<file path="config.mk">
export PLATFORM = sky130hd
export DESIGN_NAME = frame_slave
export DESIGN_NICKNAME = d
export VERILOG_FILES = /design/src/rtl/frame_slave_pkg.sv /design/src/rtl/fs_edge_sync.sv /design/src/rtl/fs_frame_engine.sv /design/src/rtl/fs_addr_decode.sv /design/src/rtl/frame_slave.sv
export SDC_FILE = /design/constraint.sdc
export NUM_CORES = 1
export LEC_CHECK = 0
export CORE_ASPECT_RATIO = 1.75
export CORE_MARGIN = 2
export CORE_UTILIZATION = 60
export CTS_CLUSTER_SIZE = 20
export DETAILED_ROUTE_END_ITERATION = 7
export DONT_BUFFER_PORTS = 1
export GPL_ROUTABILITY_DRIVEN = 1
export PLACE_DENSITY_LB_ADDON = 0.08
export SYNTH_ARGS = -nofsm -noshare
export SYNTH_HDL_FRONTEND = slang
export SYNTH_HIERARCHICAL = 1
export SYNTH_SLANG_ARGS = --single-unit
</file>
<file path="constraint.sdc">
create_clock -name clk -period 2.5 [get_ports clk]
set_input_delay 0.5 -clock clk [delete_from_list [all_inputs] [get_ports clk]]
set_output_delay 0.5 -clock clk [all_outputs]
set_load 0.01 [all_outputs]
</file>
<file path="src/rtl/frame_slave_pkg.sv">
package frame_slave_pkg;

  typedef enum logic [1:0] {
    MODE_IDLE = 2'd0,
    MODE_WR   = 2'd1,
    MODE_RD   = 2'd2
  } pkt_mode_e;

  localparam logic [1:0] CTL_WRITE = 2'b10;
  localparam logic [1:0] CTL_READ  = 2'b11;

  function automatic pkt_mode_e ctl_decode(input logic [1:0] code);
    case (code)
      CTL_WRITE: ctl_decode = MODE_WR;
      CTL_READ:  ctl_decode = MODE_RD;
      default:   ctl_decode = MODE_IDLE;
    endcase
  endfunction

endpackage

</file>
<file path="src/rtl/fs_edge_sync.sv">
module fs_edge_sync #(
  parameter int SYNC_STAGES = 2
) (
  input  logic clk,
  input  logic rst_n,
  input  logic link_clk,
  input  logic link_din,
  output logic clk_rise,
  output logic clk_fall,
  output logic din_s
);
  logic [SYNC_STAGES-1:0] clk_chain;
  logic [SYNC_STAGES-1:0] din_chain;
  logic                   clk_prev;

  genvar g;
  generate
    for (g = 0; g < SYNC_STAGES; g++) begin : g_stage
      always_ff @(posedge clk) begin
        if (!rst_n) begin
          clk_chain[g] <= 1'b1;
          din_chain[g] <= 1'b1;
        end else if (g == 0) begin
          clk_chain[g] <= link_clk;
          din_chain[g] <= link_din;
        end else begin
          clk_chain[g] <= clk_chain[(g == 0) ? 0 : g-1];
          din_chain[g] <= din_chain[(g == 0) ? 0 : g-1];
        end
      end
    end
  endgenerate

  always_ff @(posedge clk) begin
    if (!rst_n) clk_prev <= 1'b1;
    else        clk_prev <= clk_chain[SYNC_STAGES-1];
  end

  assign clk_rise = clk_chain[SYNC_STAGES-1] & ~clk_prev;
  assign clk_fall = ~clk_chain[SYNC_STAGES-1] & clk_prev;
  assign din_s    = din_chain[SYNC_STAGES-1];

endmodule

</file>
<file path="src/rtl/fs_frame_engine.sv">
module fs_frame_engine
  import frame_slave_pkg::*;
#(
  parameter int FRAME_BITS = 12,
  parameter int DATA_BITS  = 8
) (
  input  logic                 clk,
  input  logic                 rst_n,
  input  logic                 clk_rise,
  input  logic                 clk_fall,
  input  logic                 din_s,
  input  logic [DATA_BITS-1:0] tx_byte,
  output logic                 link_oe,
  output logic                 link_dout,
  output logic                 rx_valid,
  output logic [DATA_BITS-1:0] rx_data,
  output logic                 rd_active,
  output logic                 framing_error
);
  localparam int CW         = $clog2(FRAME_BITS + 1);
  localparam int DIW        = (DATA_BITS > 1) ? $clog2(DATA_BITS) : 1;
  localparam int DATA_FIRST = 3;
  localparam int DATA_LAST  = DATA_FIRST + DATA_BITS - 1;
  localparam int END_BIT    = FRAME_BITS - 1;

  logic                 hunting;
  logic [CW-1:0]        bit_idx;
  pkt_mode_e            mode;
  logic                 ctl_hi;
  logic [DATA_BITS-1:0] rx_shift;
  logic [DATA_BITS-1:0] tx_shift;
  logic [DATA_BITS-1:0] rx_next;
  logic [DIW-1:0]       data_pos;
  logic                 in_data;

  always_comb begin
    data_pos = DIW'(bit_idx - CW'(DATA_FIRST));
    in_data  = (bit_idx >= CW'(DATA_FIRST)) && (bit_idx <= CW'(DATA_LAST));
    rx_next  = rx_shift;
    if (in_data) rx_next[data_pos] = din_s;
  end

  // sampling side: rising link edges
  always_ff @(posedge clk) begin
    if (!rst_n) begin
      hunting       <= 1'b1;
      bit_idx       <= '0;
      mode          <= MODE_IDLE;
      ctl_hi        <= 1'b0;
      rx_shift      <= '0;
      rx_data       <= '0;
      rx_valid      <= 1'b0;
      rd_active     <= 1'b0;
      framing_error <= 1'b0;
    end else begin
      rx_valid      <= 1'b0;
      framing_error <= 1'b0;
      if (clk_rise) begin
        if (hunting) begin
          if (!din_s) begin
            hunting <= 1'b0;
            bit_idx <= CW'(1);
            mode    <= MODE_IDLE;
          end
        end else begin
          bit_idx <= bit_idx + CW'(1);
          if (bit_idx == CW'(1)) begin
            ctl_hi <= din_s;
          end else if (bit_idx == CW'(2)) begin
            mode      <= ctl_decode({ctl_hi, din_s});
            rd_active <= (ctl_decode({ctl_hi, din_s}) == MODE_RD);
          end else if (in_data) begin
            if (mode == MODE_WR) begin
              rx_shift <= rx_next;
              if (bit_idx == CW'(DATA_LAST)) begin
                rx_data  <= rx_next;
                rx_valid <= 1'b1;
              end
            end
          end else if (bit_idx == CW'(END_BIT)) begin
            framing_error <= ~din_s;
            hunting       <= 1'b1;
            rd_active     <= 1'b0;
            mode          <= MODE_IDLE;
          end
        end
      end
    end
  end

  // driving side: falling link edges
  always_ff @(posedge clk) begin
    if (!rst_n) begin
      link_oe   <= 1'b0;
      link_dout <= 1'b0;
      tx_shift  <= '0;
    end else if (clk_fall && !hunting && (mode == MODE_RD)) begin
      if (bit_idx == CW'(DATA_FIRST)) begin
        tx_shift  <= tx_byte;
        link_dout <= tx_byte[0];
        link_oe   <= 1'b1;
      end else if (in_data) begin
        link_dout <= tx_shift[data_pos];
      end else if (bit_idx == CW'(END_BIT)) begin
        link_oe <= 1'b0;
      end
    end
  end

endmodule

</file>
<file path="src/rtl/fs_addr_decode.sv">
module fs_addr_decode #(
  parameter int ADDR_STD = 21,
  parameter int ADDR_EXT = 28
) (
  input  logic                          ext_mode,
  input  logic                          mixed_mode,
  input  logic [ADDR_EXT-1:0]           user_addr,
  output logic [$clog2(ADDR_EXT+1)-1:0] addr_width,
  output logic                          is_peripheral
);
  localparam int WW = $clog2(ADDR_EXT + 1);

  always_comb begin
    addr_width    = ext_mode ? WW'(ADDR_EXT) : WW'(ADDR_STD);
    is_peripheral = ext_mode & mixed_mode & ~user_addr[ADDR_EXT-1];
  end

endmodule

</file>
<file path="src/rtl/frame_slave.sv">
module frame_slave #(
  parameter int FRAME_BITS  = 12,
  parameter int DATA_BITS   = 8,
  parameter int SYNC_STAGES = 2,
  parameter int ADDR_STD    = 21,
  parameter int ADDR_EXT    = 28
) (
  input  logic                          clk,
  input  logic                          rst_n,
  input  logic                          link_clk,
  input  logic                          link_din,
  output logic                          link_dout,
  output logic                          link_oe,
  input  logic [DATA_BITS-1:0]          tx_byte,
  output logic                          rx_valid,
  output logic [DATA_BITS-1:0]          rx_data,
  output logic                          rd_active,
  output logic                          framing_error,
  input  logic                          ext_mode,
  input  logic                          mixed_mode,
  input  logic [ADDR_EXT-1:0]           user_addr,
  output logic [$clog2(ADDR_EXT+1)-1:0] addr_width,
  output logic                          is_peripheral
);
  logic link_rise;
  logic link_fall;
  logic link_din_s;

  fs_edge_sync #(.SYNC_STAGES(SYNC_STAGES)) u_sync (
    .clk      (clk),
    .rst_n    (rst_n),
    .link_clk (link_clk),
    .link_din (link_din),
    .clk_rise (link_rise),
    .clk_fall (link_fall),
    .din_s    (link_din_s)
  );

  fs_frame_engine #(.FRAME_BITS(FRAME_BITS), .DATA_BITS(DATA_BITS)) u_engine (
    .clk           (clk),
    .rst_n         (rst_n),
    .clk_rise      (link_rise),
    .clk_fall      (link_fall),
    .din_s         (link_din_s),
    .tx_byte       (tx_byte),
    .link_oe       (link_oe),
    .link_dout     (link_dout),
    .rx_valid      (rx_valid),
    .rx_data       (rx_data),
    .rd_active     (rd_active),
    .framing_error (framing_error)
  );

  fs_addr_decode #(.ADDR_STD(ADDR_STD), .ADDR_EXT(ADDR_EXT)) u_addr (
    .ext_mode      (ext_mode),
    .mixed_mode    (mixed_mode),
    .user_addr     (user_addr),
    .addr_width    (addr_width),
    .is_peripheral (is_peripheral)
  );

endmodule

</file>
==> qor.txt <==
status - complete, no violations
# resized after CTS - 0
r2r startpoint - u_engine/bit_idx[0]$_SDFFE_PN0P_
endpoints failing setup - 0
Max Slew Vio Count - 0
CP arrival - 2190 ps
final WL - 4250 um
First-pass DRT Iterations - 5
critical path, cell by cell - inv_1, ha_1, nor2b_1, nand2_1, o311ai_1, o41ai_1
starting density of the core - 62.2%
Design Area, Final - 2150 sq um
Net count, final - 270
DRT iter0 DRCs - 56
fillers - 318
Yosys reg bits - 42
# H-tree levels - 2
Cell Area, Synth - 2090 sq um
CTS root buffer - clkbuf_8
Ys Warns - 6
cells after synthesis - 233
Hold Path Class - primary input to flip-flop
largest net degree at the start of global routing - 29
first-pass GRT wire length - 6700 um
Hold Fails Final Rpt - 0
crit end category - flip-flop
Worst Hold Endpoint - u_engine/hunting$_SDFFE_PN1P_
synthesized area per cell - 8.98 sq um
worst skew pair latency - 290 ps
Worst Hold Path Cells - 1
Fmax - 493 MHz
dominant cells by area after synthesis - dfxtp_1 (40%), mux2i_1 (7.2%), nor2_1 (5.6%), a311oi_1 (4.2%), nand2_1 (3.2%)
Startpoint Class - flip-flop
reg2reg path depth - 6
layout cells sized above 1 - 8.48%
EDFF count, synth - 0
Crit path largest cell delay - 470 ps
Leakage - 0.758 nW
chip height - 82.1 um
kind of critical path - flip-flop to flip-flop
Clock Path Buffers - 2
Post-synth top flop - dfxtp_1
hpwl dp - 3160 um
# Post-CTS Setup Buffers - 0
Antenna Diode Count - 0
post-cts hold buffer count - 0
r2r setup slk - 470 ps
sequential area share after synthesis - 40.2%
fin crit share - 81.1%
Critical-path top delay cell - dfxtp_1
routability cong. - 0.824
RSZ-0062 raised after global routing - false
Req. time, crit path - 2670 ps
fin util - 64.1%
post-place setup slack - 492 ps
number of global-route vias before repair - 1495
DRT antenna net count - 0
setup ws final - 473 ps
port bufs - 0
Synth async-reset ratio - 0%
Avg WL per Cell - 15.8 um
drt via density - 6.12
die width - 48.7 um
Reg clk slew, reported paths - 70 ps
setup TNS - 0 ps
slew at the pin closest to its max-slew limit - 670 ps
DIE AREA - 4000 sq um
clk sink count - 42
Slew HR - 55.3%
Inserted Clock Buffers - 5
area leader, netlist - dfxtp_1
# Max-Cap Violations - 0
Rows - 28
min cycle time layout - 2030 ps
GRT Total Usage - 22.1%
Layout area overhead - 2.93%
PwrDens - 520 nW/um^2
post-synth top area share - 40.2%
Hold Crit Start - rst_n
Worst VDD drop - 0.000501 V
post-synth cell types - 46
Hold WS - 277 ps
I/O pin total - 61
placed instance area - 2070 sq um
Fin Clk Skew - 4.75 ps
CTS tree - yes
RR Endpoint - u_engine/rx_shift[1]$_SDFFE_PN0P_
grt ovf - 0
core footprint - 3360 sq um
vias - 1647
antenna violations before repair - 0
Residual DRC - 0
Worst Path Max Fanout - 10
[layer usage]
| metal | part of all wire (%) | vias to the layer above | GRT usage (%) |
|---|---|---|---|
| met2 | 57 | 49 | 41.9 |
| met3 | 3.8 | 11 | 5.22 |
| li1 | - | 814 | - |
| met1 | 36 | 773 | 21.9 |
| met4 | 2.4 | 0 | 12.9 |
| met5 | 0 | - | 0 |
[synthesized netlist by cell type, drive strengths merged, types with 3 or more instances]
| library cell | count |
|---|---|
| clkbuf | 9 |
| o21ai | 7 |
| nor2 | 31 |
| nand2 | 18 |
| nand4b | 3 |
| nor2b | 7 |
| a21oi | 13 |
| o311ai | 3 |
| buf | 12 |
| ha | 3 |
| inv | 4 |
| dfxtp | 42 |
| mux2i | 15 |
| a211oi | 7 |
| nand2b | 8 |
| a311oi | 10 |
| nand3 | 9 |
[logic make-up after synthesis]
| kind of cell | after synthesis | synth area share, % |
|---|---|---|
| compound gates | 52 | 18.3 |
| xor+xnor | 2 | 1.55 |
| fa+ha+maj | 3 | 1.79 |
| buf+inv | 25 | 6.40 |
| flops | 42 | 40.2 |
| mux | 16 | 8.25 |
| other cells | 2 | 0.359 |
| simple gates | 91 | 23.2 |
[critical path: cells and delay by family (launching register included)]
kind / cells / cell delay, ps
AO/OA/AOI/OAI: 2 / 360
adder cells (fa/ha/maj): 1 / 470
buffers and inverters: 1 / 120
flip-flops: 1 / 470
AND/OR/NAND/NOR: 2 / 490
[cell usage in the layout, fill, tap and decap left out, types with 2 or more instances in the layout]
master     Yosys  routed
nand2_1       18      18
o22a_1         2       2
conb_1         2       3
dfxtp_1       42      42
nand4b_1       3       3
nand3_1        9       9
o311ai_1       2       2
a2bb2oi_1      2       2
mux2i_1       15      15
nand3b_1       2       2
a41o_1         2       2
a211oi_1       7       7
buf_4          5       5
nor2_1        31      31
a21oi_1       13      13
nor2b_1        7       7
nand4_1        2       2
o41ai_1        2       2
nand2b_1       8       8
nor3_1         2       2
clkbuf_8       0       6
ha_1           3       3
a311oi_1      10      10
inv_1          3       3
o21ai_1        4       4
o21ai_0        3       3
[how the worst max path moves through the flow]
stage / start / endpoint / slack [ps] / cells past startpoint
after floorplan: u_engine/bit_idx[0]$_SDFFE_PN0P_ / u_engine/rx_shift[1]$_SDFFE_PN0P_ / 760 / 7
after global routing: u_sync/clk_chain[1]$_SDFF_PN1_ / u_engine/rx_data[4]$_SDFFE_PN0P_ / 280 / 6
after CTS: u_engine/bit_idx[0]$_SDFFE_PN0P_ / u_engine/rx_shift[1]$_SDFFE_PN0P_ / 480 / 6
after detailed placement: u_engine/bit_idx[0]$_SDFFE_PN0P_ / u_engine/rx_shift[1]$_SDFFE_PN0P_ / 490 / 6
final: u_engine/bit_idx[0]$_SDFFE_PN0P_ / u_engine/rx_shift[1]$_SDFFE_PN0P_ / 470 / 6
after global placement: u_engine/bit_idx[0]$_SDFFE_PN0P_ / u_engine/rx_shift[1]$_SDFFE_PN0P_ / 540 / 6
[cell type report]
type                    instances  area (sq um)  share of cell area, %
clock buffers                   6          82.6                   3.83
multi-input cells             167          1120                   52.1
flip-flops and latches         42           841                   39.0
well taps                      45          56.3                   2.61
repair buffers                  5          37.5                   1.74
inverters                       4          15.0                  0.697
[through the flow]
stage	instances	total power, mW
detailed placement	263	0.715
finish	269	1.12
CTS	269	1.13
floorplan	234	0.718
global route	269	1.15
global placement	263	0.714
[power breakdown]
group	internal (mW)	total, mW	leakage [nW]	switching [mW]
clock	0.213	0.420	0.0431	0.207
combinational	0.00740	0.0234	0.376	0.0160
sequential	0.672	0.677	0.339	0.00436
total	0.892	1.12	0.758	0.228
[state kept, by name (all words and copies together), names as in the netlist]
name,count
u_engine/ctl_hi,1
u_engine/tx_shift,8
u_sync/clk_chain,2
u_engine/rx_shift,8
u_engine/mode,2
u_engine/rd_active,1
u_engine/framing_error,1
u_engine/rx_valid,1
u_engine/hunting,1
u_engine/link_dout,1
u_engine/rx_data,8
u_engine/link_oe,1
u_sync/din_s,1
u_sync/din_chain,1
u_sync/clk_prev,1
u_engine/bit_idx,4
Power figures use the tool's default switching activity.
